[config.mk]
export PLATFORM = sky130hd
export DESIGN_NAME = phase_accumulator
export DESIGN_NICKNAME = d
export VERILOG_FILES = /design/src/rtl/pa_pkg.sv /design/src/rtl/pa_edge_detect.sv /design/src/rtl/pa_prescaler.sv /design/src/rtl/pa_count_fsm.sv /design/src/rtl/phase_accumulator.sv
export SDC_FILE = /design/constraint.sdc
export NUM_CORES = 1
export LEC_CHECK = 0
export BUFFER_PORTS_ARGS = -buffer_cell sky130_fd_sc_hd__buf_2
export CAP_MARGIN = 15
export CORE_MARGIN = 2
export CORE_UTILIZATION = 43
export CTS_BUF_LIST = sky130_fd_sc_hd__clkbuf_4 sky130_fd_sc_hd__clkbuf_8
export CTS_CLUSTER_SIZE = 24
export DETAILED_ROUTE_END_ITERATION = 7
export GPL_ROUTABILITY_DRIVEN = 0
export MAX_ROUTING_LAYER = met4
export SETUP_SLACK_MARGIN = 0.1
export SLEW_MARGIN = 10
export SYNTH_ARGS = -nofsm -noshare
export SYNTH_HDL_FRONTEND = slang
export SYNTH_HIERARCHICAL = 1
export SYNTH_SLANG_ARGS = --single-unit
[constraint.sdc]
create_clock -name clk -period 3.4 [get_ports clk]
set_input_delay 0.68 -clock clk [delete_from_list [all_inputs] [get_ports clk]]
set_output_delay 0.68 -clock clk [all_outputs]
set_load 0.02 [all_outputs]
[src/rtl/pa_pkg.sv]
package pa_pkg;
    typedef enum logic [1:0] {
        ST_IDLE  = 2'd0,
        ST_COUNT = 2'd1,
        ST_FULL  = 2'd2
    } pa_state_e;
endpackage

[src/rtl/pa_edge_detect.sv]
module pa_edge_detect #(
    parameter int W = 3
) (
    input  logic         clk,
    input  logic         rst_n,
    input  logic [W-1:0] lvl,
    output logic [W-1:0] rise
);
    logic [W-1:0] prev_q;

    always_ff @(posedge clk or negedge rst_n) begin
        if (!rst_n) prev_q <= '0;
        else        prev_q <= lvl;
    end

    assign rise = lvl & ~prev_q;
endmodule

[src/rtl/pa_prescaler.sv]
module pa_prescaler #(
    parameter int DIV = 2
) (
    input  logic clk,
    input  logic rst_n,
    input  logic clear,
    input  logic enable,
    input  logic tick,
    output logic carry
);
    generate
        if (DIV <= 1) begin : g_direct
            assign carry = enable && tick && !clear;
        end else begin : g_div
            localparam int PW = $clog2(DIV);
            localparam logic [PW-1:0] LAST = PW'(DIV - 1);
            logic [PW-1:0] div_q;

            always_ff @(posedge clk or negedge rst_n) begin
                if (!rst_n)                div_q <= '0;
                else if (clear)            div_q <= '0;
                else if (enable && tick)   div_q <= (div_q == LAST) ? '0 : div_q + 1'b1;
            end

            assign carry = enable && tick && !clear && (div_q == LAST);
        end
    endgenerate
endmodule

[src/rtl/pa_count_fsm.sv]
module pa_count_fsm
    import pa_pkg::*;
#(
    parameter int CNT_W = 7
) (
    input  logic             clk,
    input  logic             rst_n,
    input  logic             restart,
    input  logic             carry,
    output pa_state_e        state,
    output logic [CNT_W-1:0] count,
    output logic             count_en
);
    localparam logic [CNT_W-1:0] MAXV = {CNT_W{1'b1}};
    localparam logic [CNT_W-1:0] NEAR = MAXV - 1'b1;

    pa_state_e state_q, state_d;
    logic [CNT_W-1:0] count_q;

    always_comb begin
        state_d = state_q;
        unique case (state_q)
            ST_IDLE:  if (restart) state_d = ST_COUNT;
            ST_COUNT: begin
                if (restart)                        state_d = ST_COUNT;
                else if (carry && count_q == NEAR)  state_d = ST_FULL;
            end
            ST_FULL:  if (restart) state_d = ST_COUNT;
            default:  state_d = ST_IDLE;
        endcase
    end

    always_ff @(posedge clk or negedge rst_n) begin
        if (!rst_n) state_q <= ST_IDLE;
        else        state_q <= state_d;
    end

    always_ff @(posedge clk or negedge rst_n) begin
        if (!rst_n)                                          count_q <= '0;
        else if (restart)                                    count_q <= '0;
        else if (carry && state_q == ST_COUNT && count_q != MAXV) count_q <= count_q + 1'b1;
    end

    always_comb begin
        count_en = (state_q == ST_COUNT);
        state    = state_q;
        count    = count_q;
    end
endmodule

[src/rtl/phase_accumulator.sv]
module phase_accumulator
    import pa_pkg::*;
#(
    parameter int CNT_W     = 7,
    parameter int PRESC_DIV = 2
) (
    input  logic             clk,
    input  logic             rst_n,
    input  logic             tach_in,
    input  logic             vsync_in,
    input  logic             hsync_in,
    output logic [CNT_W-1:0] phase_out,
    output logic             sample_valid
);
    logic [2:0] rise;
    logic       tach_e, vsync_e, hsync_e;
    logic       carry, count_en;
    pa_state_e        state_w;
    logic [CNT_W-1:0] count_w;
    logic [CNT_W-1:0] phase_q;
    logic             valid_q;

    pa_edge_detect #(.W(3)) u_edges (
        .clk  (clk),
        .rst_n(rst_n),
        .lvl  ({hsync_in, vsync_in, tach_in}),
        .rise (rise)
    );

    assign tach_e  = rise[0];
    assign vsync_e = rise[1];
    assign hsync_e = rise[2];

    pa_prescaler #(.DIV(PRESC_DIV)) u_presc (
        .clk   (clk),
        .rst_n (rst_n),
        .clear (vsync_e),
        .enable(count_en),
        .tick  (tach_e),
        .carry (carry)
    );

    pa_count_fsm #(.CNT_W(CNT_W)) u_fsm (
        .clk     (clk),
        .rst_n   (rst_n),
        .restart (vsync_e),
        .carry   (carry),
        .state   (state_w),
        .count   (count_w),
        .count_en(count_en)
    );

    always_ff @(posedge clk or negedge rst_n) begin
        if (!rst_n) begin
            phase_q <= '0;
            valid_q <= 1'b0;
        end else begin
            valid_q <= hsync_e;
            if (hsync_e) phase_q <= count_w;
        end
    end

    assign phase_out    = phase_q;
    assign sample_valid = valid_q;
endmodule

==> impl_metrics.toml, run 1 <==
[run_status]
status = "finished clean"

[clocking]
ctsRootBufferMaster = "clkbuf_4"
cts_buffers = 3
post_cts_buffers = 0
clockBufferDepth = 2
cts_tree = "built"
cts.clk_slew.worst_paths_ns = 0.11
ctsResizeCount = 0
cts.sinks = 21
worst_skew_pair.late_latency_ns = 0.30
cts_hold_buf = 0
htree_num_levels = 1

[setup_path]
timing.rr.end = "u_fsm/count[5]"
path_cells = "nor2b_1 > and4b_2 > nand3b_1 > a31oi_2 > and4_4 > mux2_4"
worstPathArrival_ns = 2.24
required_ns = 3.60
crit_type = "reg -> reg"
reg2reg_depth = 6
timing.rr.start = "u_fsm/state[0]"
start_kind = "flop"
crit_path_end_kind = "flop"
startpoint = "u_fsm/state[0]"
cpMaxStageDelayCell = "dfrtp_1"
reg2reg_slack_ns = 1.36
cp_max_fo = 6
cpPeakStageDelay_ns = 0.42

[power_and_ir_drop]
p_per_area_nw_per_um2 = 405
ir_drop_v = 0.000207
p_leak_nw = 0.536
power.total_uw = 444

[finish]
num-fill-cells = 183
design_area_um2 = 1090
nNetsFinal = 95
drive_gt1_frac = 0.379
area_growth_pct = 9.92
finalNonFillerCells = 115
final_util = 0.500
antennaDiodeCount = 0

[synth]
ys_ff_latch = 21
yosysWarnings = 6
synth_flop_cell = "dfrtp_1"
avgSynthCellArea_um2 = 13.5
synth.area.top_cells = "dfrtp_1 (53%), mux2_4 (12%), nor2b_4 (4.1%)"
synth_edf_count = 0
synth_top_area_frac = 0.528
synth_nets = 81
synthCells = 74
ys_async_sr_fraction = 1.00
synth_top_cell_by_area = "dfrtp_1"
yosysMostFrequentCell = "dfrtp_1"
synth_seq_area_share = 0.528
syn_area_um2 = 996
synthTopCellsByCount = "dfrtp_1 (21), mux2_4 (8), nor2_1 (6)"
ys_types = 28

[timing]
rsz0062_at_grt = "false"
worst_pin_slew_ns = 0.471
finalClockSkew_ns = 0.00413
hold_viol = 0
drv_slew = 0
fin_ws_ns = 1.36
hold_ws_ns = 0.317
fin_setup_tns_ns = 0
fmax_ghz = 0.491
period_needed_ns = 2.04
fin_crit_sh = 0.600
setup-violations-final = 0
slew-limit-headroom = 0.686

[grt]
grt_overflow = 0
grt_pass1_wl_um = 2570
grt_util_all_layers = 0.137
antenna_found_initial = 0
grt_start_max_net_pins = 22
grt_pass1_vias = 571

[die]
rows = 17
io_pins = 13
chipHeight_um = 52.1
die_area_um2 = 2720
core-area_um2 = 2190
start_util = 0.455
fp.dieW_um = 52.1

[drt]
wirelength_um = 1440
dr_wl_met3_um = 47
drc = 0
dr_total_vias = 600
drt_iter0_markers = 5
dr.pass1.iters = 2
top_layer_used = "met4"
dr_wl_met2_um = 619
met1_length_um = 737
wl_per_cell_um = 12.5
ant_nets = 0
post_drt_via_cell_ratio = 5.22

[place]
postPlaceCellArea_um2 = 1060
dp_hpwl_um = 1010
dp_worst_setup_slack_ns = 1.05
dp.cells = 111
port_buffers = 12

[flow_run]
cap_viol_max_count = 0

[min_path]
worstHoldPathType = "in -> async"
[worst max-delay path by stage]
stage / to / slack (ns) / depth (start not counted)
after floorplan: u_fsm/count[5] / 1.31 / 6
after global placement: u_fsm/count[5] / 1.11 / 7
after detailed placement: u_fsm/count[5] / 1.05 / 7
after CTS: u_fsm/count[5] / 1.37 / 6
after global routing: u_fsm/count[5] / 1.21 / 6
final: u_fsm/count[5] / 1.36 / 6
[critical path: cells and delay by family, from the launching register on]
kind | cells | cell delay, ns
flip-flops | 1 | 0.42
AO/OA/AOI/OAI | 1 | 0.29
AND/OR/NAND/NOR | 4 | 0.95
multiplexers | 1 | 0.29
[state kept, by name, summed over array words and instances, names as in the netlist]
register and count:
u_fsm/count 7, u_fsm/state 2, sample_valid 1, u_presc/g_div.div_q 1
phase_out 7, u_edges/prev_q 3
[cells by family after synthesis]
logic type	share of synthesized area
xor+xnor	0.0264
buf+inv	0.0301
flops	0.528
fa+ha+maj	0.0251
compound gates	0.0905
simple gates	0.180
mux	0.121
[routing by layer]
metal	global-route usage	vias to the layer above
met4	0.0921	0
met2	0.198	10
met3	0.0259	4
met5	-	-
li1	-	294
met1	0.174	292
[report_power, final]
part           switching [mW]  leakage, nW  total, mW  internal [mW]
registers             0.00917        0.278      0.270          0.260
clock network          0.0723       0.0184      0.126         0.0537
logic                  0.0256        0.240     0.0482         0.0226
[layout make-up]
cell class              count  area, um2  area share
well taps                  28       35.0      0.0320
multi-input cells          49        440       0.402
inverters                   1       3.75     0.00343
flip-flops and latches     21        526       0.480
clock buffers               4       30.0      0.0274
repair buffers             12       60.1      0.0549
[layout by cell type, fill, tap and decap left out, drive strengths merged]
cell    Yosys  final
nand3       3      3
and3        2      2
nand4       1      1
xnor2       3      3
a211oi      1      1
buf         2     12
and4b       1      1
nand2b      1      1
a31oi       2      2
and4        2      2
clkbuf      1      4
nor2        6      6
nand3b      2      2
inv         1      1
or3b        1      1
a311oi      2      2
mux2        8      8
nor2b       5      5
a21bo       1      1
o21bai      1      1
dfrtp      21     21
ha          2      2
a21oi       5      5
(Power assumes the default switching activity.)
==> run 2: changes to the inputs <==
- clock period: 3.4 -> 1.8 ns (I/O delays scaled with it)
==> run 2 against run 1 <==
Net effect: first-iteration DRC count unchanged; highest routed layer unchanged; critical endpoint unchanged; clock power up 88%; the flow now finishes with violations (negative hold slack); power up 93%.
==> impl_metrics.toml, run 2 (synthesis gave the netlist of run 1 again) <==
[run_status]
status = "finished, violations left"
failed_checks = "negative hold slack"

[die]
start_util = 0.455
chipHeight_um = 52.1
die_area_um2 = 2720
core-area_um2 = 2190
io_pins = 13
rows = 17
fp.dieW_um = 52.1

[grt]
grt_overflow = 0
grt_pass1_wl_um = 2720
antenna_found_initial = 0
grt_util_all_layers = 0.143
grt_pass1_vias = 628
grt_start_max_net_pins = 22

[timing]
fin_ws_ns = 0.0811
fin_crit_sh = 0.955
fmax_ghz = 0.582
drv_slew = 0
rsz0062_at_grt = "true"
worst_pin_slew_ns = 0.456
finalClockSkew_ns = 0.00295
setup-violations-final = 0
slew-limit-headroom = 0.696
period_needed_ns = 1.72
hold_viol = 21
fin_setup_tns_ns = 0
hold_ws_ns = -0.00454

[clocking]
cts.clk_slew.worst_paths_ns = 0.11
cts_buffers = 3
cts.sinks = 21
ctsRootBufferMaster = "clkbuf_4"
clockBufferDepth = 2
htree_num_levels = 1
worst_skew_pair.late_latency_ns = 0.29
cts_tree = "built"
cts_hold_buf = 0

[flow_run]
cap_viol_max_count = 0

[finish]
design_area_um2 = 1200
drive_gt1_frac = 0.475
final_common_cell = "dfrtp_1"
final_cell_mix = "dfrtp_1 (21), buf_2 (12), buf_4 (12), mux2_4 (8), nor2_1 (6)"
nNetsFinal = 107
multiInputGateArea_um2 = 453
num-fill-cells = 199
seq_area_um2 = 526
final_util = 0.547
antennaDiodeCount = 0
area_growth_pct = 20.2

[drt]
drt_iter0_markers = 5
dr.pass1.iters = 2
wirelength_um = 1660
post_drt_via_cell_ratio = 5.06
drc = 0
ant_nets = 0
dr_total_vias = 643
wl_per_cell_um = 13.0

[setup_path]
path_cells = "nor2b_4 > and4b_2 > nand3b_1 > a31oi_2 > and4_4 > mux2_4"
crit_path_end_kind = "flop"
start_kind = "flop"
crit_family = "simple AND/OR/NAND/NOR gates"
critPathBufInv = 0
required_ns = 1.99
reg2reg_slack_ns = 0.08
timing.rr.start = "u_fsm/state[1]"
timing.rr.end = "u_fsm/count[5]"
crit_type = "reg -> reg"
reg2reg_depth = 6
cpMaxStageDelayCell = "dfrtp_1"
cp_max_fo = 2
cpPeakStageDelay_ns = 0.43
worstPathArrival_ns = 1.91

[power_and_ir_drop]
ir_drop_v = 0.000363
p_leak_nw = 0.609
p_per_area_nw_per_um2 = 716

[min_path]
worstHoldPathType = "in -> async"

[place]
dp_worst_setup_slack_ns = -0.0369
postPlaceCellArea_um2 = 1140
port_buffers = 12
dp_hpwl_um = 1210
[run 2: cell types whose count changed in the layout (fill, tap and decap cells not counted)]
cell	before	now
buf_4	0	12
a211oi_1	1	0
a211oi_2	0	1
nor2b_1	2	1
nor2b_4	3	4
[run 2: through the flow]
step | power (mW) | hold WS [ns] | cells
finish | 0.857 | -0.00454 | 127
global route | 0.898 | 0.0229 | 127
CTS | 0.864 | 0.00115 | 125
detailed placement | 0.623 | 0.346 | 120
global placement | 0.620 | 0.332 | 120
floorplan | 0.582 | 0.0644 | 74
[run 2: worst max path at each step]
stage                            from              to  slack (ns)  cells past startpoint
global placement             vsync_in  u_fsm/count[5]        0.01                      7
global route        u_edges/prev_q[0]  u_fsm/count[5]        0.02                      6
detailed placement           vsync_in  u_fsm/count[5]       -0.04                      7
finish                 u_fsm/state[1]  u_fsm/count[5]        0.08                      6
CTS                    u_fsm/state[1]  u_fsm/count[5]        0.07                      6
floorplan              u_fsm/state[1]  u_fsm/count[5]       0.009                      6
[run 2: per-layer routing]
metal | GRT usage | wire (um) | part of all wire
met1 | 0.169 | 755 | 0.46
met2 | 0.230 | 836 | 0.51
met3 | 0.0259 | 50 | 0.030
met4 | 0.0789 | 13 | 0.0079
met5 | - | 0 | 0
[run 2: final cells by class]
cell class              instances  share of cell area
clock buffers                   4              0.0251
inverters                       1             0.00313
multi-input cells              49               0.378
flip-flops and latches         21               0.439
well taps                      28              0.0293
repair buffers                 24               0.125
[run 2: report_power, final]
part	total [mW]	internal, mW	switching [mW]
Sequential	0.507	0.492	0.0152
Clock	0.237	0.101	0.136
Combinational	0.113	0.0560	0.0570
[run 2: what timing repair did]
action                                  in CTS  in global routing
pin swaps                                    3                  4
endpoints found under the setup margin       1                  4
gates resized for setup                      0                  1
setup buffers                                1                  2
